## src/rtl/pwe_pkg.sv

```systemverilog
package pwe_pkg;
  // One-hot-or-none actions chosen by the control each cycle
  typedef struct packed {
    logic loadAddr;    // take a new word address, drop marks
    logic writeByte;   // store a byte at the pointer offset
    logic startCycle;  // begin the self-timed commit
    logic clearMarks;  // forget which entries were written
  } pweStrobes_t;
endpackage

```

## src/rtl/pwe_ctrl.sv

```systemverilog
module pwe_ctrl #(
  parameter int PAGE_W     = 4,
  parameter int CYCLE_CLKS = 40   // must be at least 1 << PAGE_W
) (
  input  logic                clk,
  input  logic                rstN,
  input  logic                addrLoad,
  input  logic                byteStb,
  input  logic                commitStb,
  input  logic                supplyLow,
  input  logic                anyMarked,
  output pwe_pkg::pweStrobes_t stb,
  output logic                busy,
  output logic                scanActive,
  output logic [PAGE_W-1:0]   scanIdx
);
  localparam int PAGE_SZ = 1 << PAGE_W;
  localparam int CNT_W   = $clog2(CYCLE_CLKS + 1);

  logic [CNT_W-1:0] cnt;
  logic             lastCnt;

  assign lastCnt = (cnt == CNT_W'(CYCLE_CLKS - 1));

  // Commit beats address load, which beats a byte strobe
  always_comb begin
    stb = '0;
    if (!busy) begin
      if (commitStb) begin
        if (!supplyLow && anyMarked) stb.startCycle = 1'b1;
        else                         stb.clearMarks = 1'b1;
      end else if (addrLoad) begin
        stb.loadAddr = 1'b1;
      end else if (byteStb) begin
        stb.writeByte = 1'b1;
      end
    end else if (lastCnt) begin
      stb.clearMarks = 1'b1;
    end
  end

  always_ff @(posedge clk) begin
    if (!rstN) begin
      busy <= 1'b0;
      cnt  <= '0;
    end else if (stb.startCycle) begin
      busy <= 1'b1;
      cnt  <= '0;
    end else if (busy) begin
      if (lastCnt) begin
        busy <= 1'b0;
        cnt  <= '0;
      end else begin
        cnt <= cnt + 1'b1;
      end
    end
  end

  assign scanActive = busy && (cnt < CNT_W'(PAGE_SZ));
  assign scanIdx    = cnt[PAGE_W-1:0];
endmodule

```

## src/rtl/pwe_datapath.sv

```systemverilog
module pwe_datapath #(
  parameter int ADDR_W = 7,
  parameter int PAGE_W = 4,
  parameter int DATA_W = 8
) (
  input  logic                 clk,
  input  logic                 rstN,
  input  pwe_pkg::pweStrobes_t stb,
  input  logic [ADDR_W-1:0]    addrIn,
  input  logic [DATA_W-1:0]    byteData,
  input  logic                 supplyLow,
  input  logic                 scanActive,
  input  logic [PAGE_W-1:0]    scanIdx,
  output logic                 anyMarked,
  output logic                 memWe,
  output logic [ADDR_W-1:0]    memAddr,
  output logic [DATA_W-1:0]    memWdata,
  output logic [ADDR_W-1:0]    curPtr
);
  localparam int PAGE_SZ = 1 << PAGE_W;

  logic [ADDR_W-1:0]  ptr;
  logic [PAGE_SZ-1:0] mark;
  logic [DATA_W-1:0]  pageBuf [PAGE_SZ];

  // Pointer: only the in-page offset moves on a byte
  always_ff @(posedge clk) begin
    if (!rstN)               ptr <= '0;
    else if (stb.loadAddr)   ptr <= addrIn;
    else if (stb.writeByte)  ptr <= {ptr[ADDR_W-1:PAGE_W], ptr[PAGE_W-1:0] + PAGE_W'(1)};
  end

  // Buffer entries and their written marks
  always_ff @(posedge clk) begin
    for (int i = 0; i < PAGE_SZ; i++) begin
      if (!rstN) begin
        pageBuf[i] <= '0;
        mark[i]    <= 1'b0;
      end else if (stb.loadAddr || stb.clearMarks) begin
        mark[i] <= 1'b0;
      end else if (stb.writeByte && (ptr[PAGE_W-1:0] == PAGE_W'(i))) begin
        pageBuf[i] <= byteData;
        mark[i]    <= 1'b1;
      end
    end
  end

  assign anyMarked = |mark;
  assign memWe     = scanActive && mark[scanIdx] && !supplyLow;
  assign memAddr   = {ptr[ADDR_W-1:PAGE_W], scanIdx};
  assign memWdata  = pageBuf[scanIdx];
  assign curPtr    = ptr;
endmodule

```

## src/rtl/page_write_engine.sv

```systemverilog
module page_write_engine #(
  parameter int ADDR_W     = 7,
  parameter int PAGE_W     = 4,
  parameter int DATA_W     = 8,
  parameter int CYCLE_CLKS = 40
) (
  input  logic              clk,
  input  logic              rstN,
  input  logic              addrLoad,
  input  logic [ADDR_W-1:0] addrIn,
  input  logic              byteStb,
  input  logic [DATA_W-1:0] byteData,
  input  logic              commitStb,
  input  logic              supplyLow,
  output logic              memWe,
  output logic [ADDR_W-1:0] memAddr,
  output logic [DATA_W-1:0] memWdata,
  output logic              busy,
  output logic [ADDR_W-1:0] curPtr
);
  pwe_pkg::pweStrobes_t stb;
  logic                 anyMarked;
  logic                 scanActive;
  logic [PAGE_W-1:0]    scanIdx;

  pwe_ctrl #(.PAGE_W(PAGE_W), .CYCLE_CLKS(CYCLE_CLKS)) u_ctrl (
    .clk(clk), .rstN(rstN), .addrLoad(addrLoad), .byteStb(byteStb),
    .commitStb(commitStb), .supplyLow(supplyLow), .anyMarked(anyMarked),
    .stb(stb), .busy(busy), .scanActive(scanActive), .scanIdx(scanIdx)
  );

  pwe_datapath #(.ADDR_W(ADDR_W), .PAGE_W(PAGE_W), .DATA_W(DATA_W)) u_dp (
    .clk(clk), .rstN(rstN), .stb(stb), .addrIn(addrIn), .byteData(byteData),
    .supplyLow(supplyLow), .scanActive(scanActive), .scanIdx(scanIdx),
    .anyMarked(anyMarked), .memWe(memWe), .memAddr(memAddr),
    .memWdata(memWdata), .curPtr(curPtr)
  );
endmodule

```

## config.mk

```make
export PLATFORM = sky130hd
export DESIGN_NAME = page_write_engine
export DESIGN_NICKNAME = d
export VERILOG_FILES = /design/src/rtl/pwe_pkg.sv /design/src/rtl/pwe_ctrl.sv /design/src/rtl/pwe_datapath.sv /design/src/rtl/page_write_engine.sv
export SDC_FILE = /design/constraint.sdc
export NUM_CORES = 1
export LEC_CHECK = 0
export BUFFER_PORTS_ARGS = -buffer_cell sky130_fd_sc_hd__buf_2
export CAP_MARGIN = 15
export CORE_MARGIN = 2
export CORE_UTILIZATION = 47
export DETAILED_ROUTE_END_ITERATION = 10
export GPL_ROUTABILITY_DRIVEN = 0
export PLACE_DENSITY = 0.67
export SKIP_CTS_REPAIR_TIMING = 1
export SLEW_MARGIN = 30
export SYNTH_ARGS = -nofsm -noshare
export SYNTH_HDL_FRONTEND = slang
export SYNTH_HIERARCHICAL = 1
export SYNTH_SLANG_ARGS = --single-unit
```

## constraint.sdc

```tcl
create_clock -name clk -period 2.65 [get_ports clk]
set_input_delay 0.1325 -clock clk [delete_from_list [all_inputs] [get_ports clk]]
set_output_delay 0.1325 -clock clk [all_outputs]
set_load 0.02 [all_outputs]
```

==> metrics.md, run 1 <==
| Metric | Value |
|---|---|
| Yosys warnings | 6 |
| Latest clock arrival within the worst-skew pair | 420 ps |
| H-tree Lvls | 4 |
| Worst hold stages | 3 |
| Vias | 4466 |
| Startpoint Class | register |
| Grt ovf | 0 |
| Critical-path maximum fanout | 42 |
| Post-synthesis cell count | 531 |
| Sw Pwr | 1.13 mW |
| Final Skew | 7.15 ps |
| Chip width | 129 um |
| Count of final setup violators | 0 |
| Reg clk slew, reported paths | 60 ps |
| Final Power | 5.53 mW |
| Setup WS post-layout | 151 ps |
| PortBufs | 44 |
| Net Count, Synth | 557 |
| FP Rows | 45 |
| Clk buf depth | 2 |
| Filler cell count | 1223 |
| Unrepaired setup endpoints after global routing | no |
| Final worst-path cycle share | 94.3% |
| Vias per cell | 5.48 |
| Logic pwr share | 4.8% |
| Worst hold margin | -7.28 ps |
| Core Area | 15300 um^2 |
| TNS Setup | 0 ps |
| Post-DP HPWL | 11.1 mm |
| Layout cell share with drive strength beyond 1 | 22.4% |
| Worst-Margin Slew | 736 ps |
| Run status | finished with violations |
| Post-route DRC violation count | 0 |
| First-pass GRT wire length | 26.0 mm |
| LEAKAGE | 3.34 nW |
| Worst Path Class, Setup | reg -> out |
| CTS Sinks | 158 |
| VDD IR max | 480 uV |
| NumNets Final | 617 |
| Min-delay worst type | in -> reg |
| Syn_area_per_cell | 13.9 um^2 |
| # Max-Cap Violations | 0 |
| Worst rel slew slack | 50.8% |
| GRT Total Usage | 21.4% |
| Vias in the first global route | 4508 |
| Worst path slowest cell | mux4_1 |
| Post-Route WL | 16.9 mm |
| Switching Share | 20.5% |
| Die Area | 16700 um^2 |
| FMAX | 400 MHz |
| CP Cell Sequence | buf_8 > mux4_1 > a22oi_1 > nand2_1 > buf_2 |
| Initial core utilization | 48.4% |
| Critical path required time | 2520 ps |
| DRT iter0 DRCs | 379 |
| Largest net degree at the start of global routing | 43 |
| Placed instance area | 7890 um^2 |
| Power Internal | 4.40 mW |
| Crit-path max cell delay | 690 ps |
| Sequential Power Share | 50.2% |
| WP depth | 5 |
| WL/cell | 20.7 um |
| Die Ht | 129 um |
| Worst slack at placement | 187 ps |
| Setup crit end kind | primary output |
| Violated checks | negative hold slack |
| Family with the most delay on the worst path | multiplexers |
| Cell Area, Synth | 7380 um^2 |
| Pwr Density | 649 nW/um^2 |
| Fin crit period | 2500 ps |
| Clock power share | 45.0% |
| CP bufs+invs | 2 |
| Initial antenna violation count | 0 |
| CTS tree | done |
| Area growth from synthesis to layout | 15.4% |
| R2R cell count | 8 |
| Ports | 45 |
| Pre-antenna DRT Iters | 5 |
| Fin area | 8520 um^2 |
| Crit path DAT | 2370 ps |
| Fin. Hold Viols | 1 |
| Root Buffer | clkbuf_16 |
| Max Slew Vio Count | 0 |
| Routed Antenna Nets | 0 |
| Diode count | 0 |
| Cts bufs inserted | 17 |
[path summary, 6_finish.rpt]
check / start / endpoint / slack (ps)
max: u_ctrl/cnt[0] / memWdata[5] / 150
min: addrIn[6] / u_dp/curPtr[6] / -7
max reg2reg: u_ctrl/cnt[0] / u_dp/pageBuf[5][0] / 180
min reg2reg: u_dp/mark[0] / u_dp/mark[0] / 490
[worst min-delay path, delay by kind of cell]
kind          cells  cell delay, ps
buf+inv           1              80
mux               1              60
simple gates      1             110
[layout make-up]
| type | count | area (um^2) | area share, % |
|---|---|---|---|
| Clock buffer | 17 | 425 | 4.99 |
| Clock inverter | 15 | 175 | 2.06 |
| Inverter | 3 | 11.3 | 0.132 |
| Multi-Input combinational cell | 332 | 2700 | 31.7 |
| Sequential cell | 158 | 4450 | 52.2 |
| Tap cell | 211 | 264 | 3.10 |
| Timing Repair Buffer | 79 | 495 | 5.82 |
[flip-flops by register name, summed over array words and instances (netlist names)]
signal and flops:
u_dp/mark 16, u_ctrl/busy 1, u_dp/pageBuf 128, u_dp/curPtr 7, u_ctrl/cnt 6
[per-layer routing]
metal	track usage, %	vias up	routed length, um
li1	-	2079	-
met1	28.9	2199	7420
met2	34.9	164	8210
met3	4.29	24	1010
met4	7.67	0	265
met5	0	-	0
[cells in the final DEF, fill, tap and decap left out, drive strengths merged, types with 2 or more instances in the layout]
| cell type | instances |
|---|---|
| a22oi | 16 |
| edfxtp | 128 |
| nand3b | 2 |
| nand2b | 2 |
| dlygate4sd3 | 2 |
| dfxtp | 30 |
| a21oi | 3 |
| clkbuf | 17 |
| and2 | 134 |
| bufinv | 4 |
| ha | 5 |
| mux2i | 9 |
| o21ai | 23 |
| a21o | 16 |
| nor4 | 4 |
| xor2 | 4 |
| nor2 | 22 |
| clkinv | 9 |
| nor2b | 8 |
| buf | 77 |
| nand2 | 24 |
| mux4 | 34 |
| nand4 | 4 |
| nor3 | 2 |
| nor3b | 3 |
| nand3 | 5 |
| inv | 4 |
[through the flow]
step           util (%)  hold slack (ps)  instances
2_1_floorplan         -              286        531
3_3_place_gp       51.7              391        781
3_5_place_dp       51.7              400        781
4_1_cts            55.6            -42.2        813
5_1_grt            55.8             15.2        815
6_report           55.8            -7.28        815
[power groups by stage]
stage	clock [mW]	sequential (mW)	combinational (mW)
final	2.49	2.77	0.268
after floorplan	0	2.82	0.148
after global routing	2.59	2.78	0.292
after global placement	0	2.82	0.263
after detailed placement	0	2.83	0.268
after CTS	2.52	2.77	0.269
No activity file was read; power rests on OpenSTA's default activity.
==> run 2, diff against run 1 <==
ABC_CLOCK_PERIOD_IN_PS = 2650   (was unset)
RECOVER_POWER = 50   (was unset)
==> metrics.md, run 2 (synthesis results as in run 1) <==
| Metric | Value |
|---|---|
| Filler cell count | 1246 (was 1223) |
| Critical path required time | 2520 ps (about the same) |
| Diode count | 0 (unchanged) |
| Biggest register | u_dp/pageBuf (unchanged) |
| Area growth from synthesis to layout | 14.3% (was 15.4%) |
| Fin crit period | 2510 ps (was 2500 ps) |
| VDD IR max | 454 uV (was 480 uV) |
| Fin. Hold Viols | 1 (unchanged) |
| Cts bufs inserted | 17 (unchanged) |
| Vias | 4511 (was 4466) |
| Family with the most delay on the worst path | multiplexers (unchanged) |
| Worst Path Class, Setup | reg -> out (unchanged) |
| Max reg flops | 128 (unchanged) |
| Gr busiest metal | met2 (unchanged) |
| CTS Sinks | 158 (unchanged) |
| NumNets Final | 617 (unchanged) |
| Met1 Use GR | 28.9% (unchanged) |
| Unrepaired setup endpoints after global routing | no (unchanged) |
| Most frequent cells in the layout | edfxtp_1, and2_1, and2_0, buf_2, dfxtp_1 (was and2_1, edfxtp_1, buf_2, buf_4, dfxtp_1) |
| WL/cell | 20.8 um (was 20.7 um) |
| Pwr Density | 654 nW/um^2 (was 649 nW/um^2) |
| Clk buf depth | 2 (unchanged) |
| Post-Layout Cell Count | 815 (unchanged) |
| FP Rows | 45 (unchanged) |
| Post-route DRC violation count | 0 (unchanged) |
| Run status | finished with violations (unchanged) |
| Worst hold margin | -7.71 ps (was -7.28 ps) |
| CTS tree | done (unchanged) |
| Clock power share | 45.0% (about the same) |
| Post-Route WL | 16.9 mm (about the same) |
| Worst path slowest cell | mux4_1 (unchanged) |
| Largest net degree at the start of global routing | 43 (unchanged) |
| Die Ht | 129 um (unchanged) |
| Layout cell share with drive strength beyond 1 | 18.4% (was 22.4%) |
| Power Internal | 4.39 mW (was 4.40 mW) |
| Routed Antenna Nets | 0 (unchanged) |
| Pre-antenna DRT Iters | 5 (unchanged) |
| Worst rel slew slack | 49.9% (was 50.8%) |
| DRT iter0 DRCs | 382 (was 379) |
| Reg clk slew, reported paths | 60 ps (about the same) |
| Startpoint Class | register (unchanged) |
| LEAKAGE | 3.20 nW (was 3.34 nW) |
| Crit-path max cell delay | 690 ps (about the same) |
| Vias per cell | 5.53 (was 5.48) |
| Met3 track demand over resource | 4.29% (unchanged) |
| Max Slew Vio Count | 0 (unchanged) |
| PortBufs | 44 (unchanged) |
| Grt ovf | 0 (unchanged) |
| H-tree Lvls | 4 (unchanged) |
| Final core utilization | 55.3% (was 55.8%) |
| Ports | 45 (unchanged) |
| Latest clock arrival within the worst-skew pair | 420 ps (about the same) |
| Switching Share | 20.4% (was 20.5%) |
| Final worst-path cycle share | 94.7% (was 94.3%) |
| Initial antenna violation count | 0 (unchanged) |
| Min-delay worst type | in -> reg (unchanged) |
| Placed Cells | 781 (unchanged) |
| CP bufs+invs | 2 (unchanged) |
| Logic pwr share | 4.7% (was 4.8%) |
| # Max-Cap Violations | 0 (unchanged) |
| Met2 GRT Util | 34.9% (unchanged) |
| Crit path DAT | 2380 ps (was 2370 ps) |
| Initial core utilization | 48.4% (unchanged) |
| GRT Total Usage | 21.4% (unchanged) |
| Root Buffer | clkbuf_16 (unchanged) |
| FMAX | 399 MHz (was 400 MHz) |
| Count of final setup violators | 0 (unchanged) |
| Sequential Power Share | 50.3% (was 50.2%) |
| Critical-path maximum fanout | 42 (unchanged) |
| Die Area | 16700 um^2 (unchanged) |
| Most common cell after layout, fill and taps aside | edfxtp_1 (was and2_1) |
| Setup crit end kind | primary output (unchanged) |
| Post-DP HPWL | 11.1 mm (unchanged) |
| Worst-Margin Slew | 751 ps (was 736 ps) |
| Core Area | 15300 um^2 (unchanged) |
| First-pass GRT wire length | 26.0 mm (unchanged) |
| Final Skew | 7.41 ps (was 7.15 ps) |
| Final Power | 5.52 mW (was 5.53 mW) |
| CP Cell Sequence | buf_8 > mux4_1 > a22oi_1 > nand2_1 > buf_2 (unchanged) |
| Chip width | 129 um (unchanged) |
| Vias in the first global route | 4508 (unchanged) |
| Violated checks | negative hold slack (unchanged) |
| Sw Pwr | 1.13 mW (about the same) |
==> run 2: cell types whose count changed in the layout (fill, tap and decap cells not counted) <==
cell      before  now
nor3b_1        1    3
and2_0         0   34
buf_4         32   14
clkbuf_2       0    8
clkbuf_1       0   22
nor3b_2        2    0
buf_2         44   32
and2_1       133   99
==> run 2: through the flow <==
stage,worst slack [ps],instance area [um^2],hold WS [ps],setup TNS (ps)
after floorplan,310,7380,286,0
after CTS,-138,8490,-42.2,-855
after global placement,309,7890,391,0
after detailed placement,187,7890,400,0
after global routing,27.3,8440,15.7,0
final,142,8440,-7.71,0
==> run 2: tightest hold or removal path, stage by stage <==
cell     delay [ps]
buf_2            80
mux2i_1          60
nor2b_1         110
==> run 2: final cells by class <==
| class | count | area, um^2 | share of cell area (%) |
|---|---|---|---|
| Clock inverter | 15 | 175 | 2.08 |
| Clock buffer | 17 | 425 | 5.04 |
| Sequential cell | 158 | 4450 | 52.7 |
| Tap cell | 211 | 264 | 3.13 |
| Multi-Input combinational cell | 332 | 2690 | 31.9 |
| Timing Repair Buffer | 79 | 423 | 5.01 |
| Inverter | 3 | 11.3 | 0.133 |
==> run 2: final timing paths <==
kind	from	to	slack [ps]	depth (start not counted)
setup reg to reg	u_ctrl/cnt[0]	u_dp/pageBuf[5][4]	190	8
hold / removal	addrIn[6]	u_dp/curPtr[6]	-8	3
setup / recovery	u_ctrl/cnt[0]	memWdata[5]	140	5
hold reg to reg	u_dp/mark[0]	u_dp/mark[0]	480	1
==> run 2: power groups by stage <==
stage	sequential [mW]	clock (mW)	combinational, mW
floorplan	2.82	0	0.148
global placement	2.82	0	0.263
detailed placement	2.83	0	0.268
CTS	2.77	2.52	0.269
global route	2.78	2.59	0.283
finish	2.77	2.48	0.260
==> run 2: layer usage <==
metal	up-vias	routed length, um
met5	-	0
met4	0	275
met3	22	953
met2	170	8360
met1	2237	7350
li1	2082	-
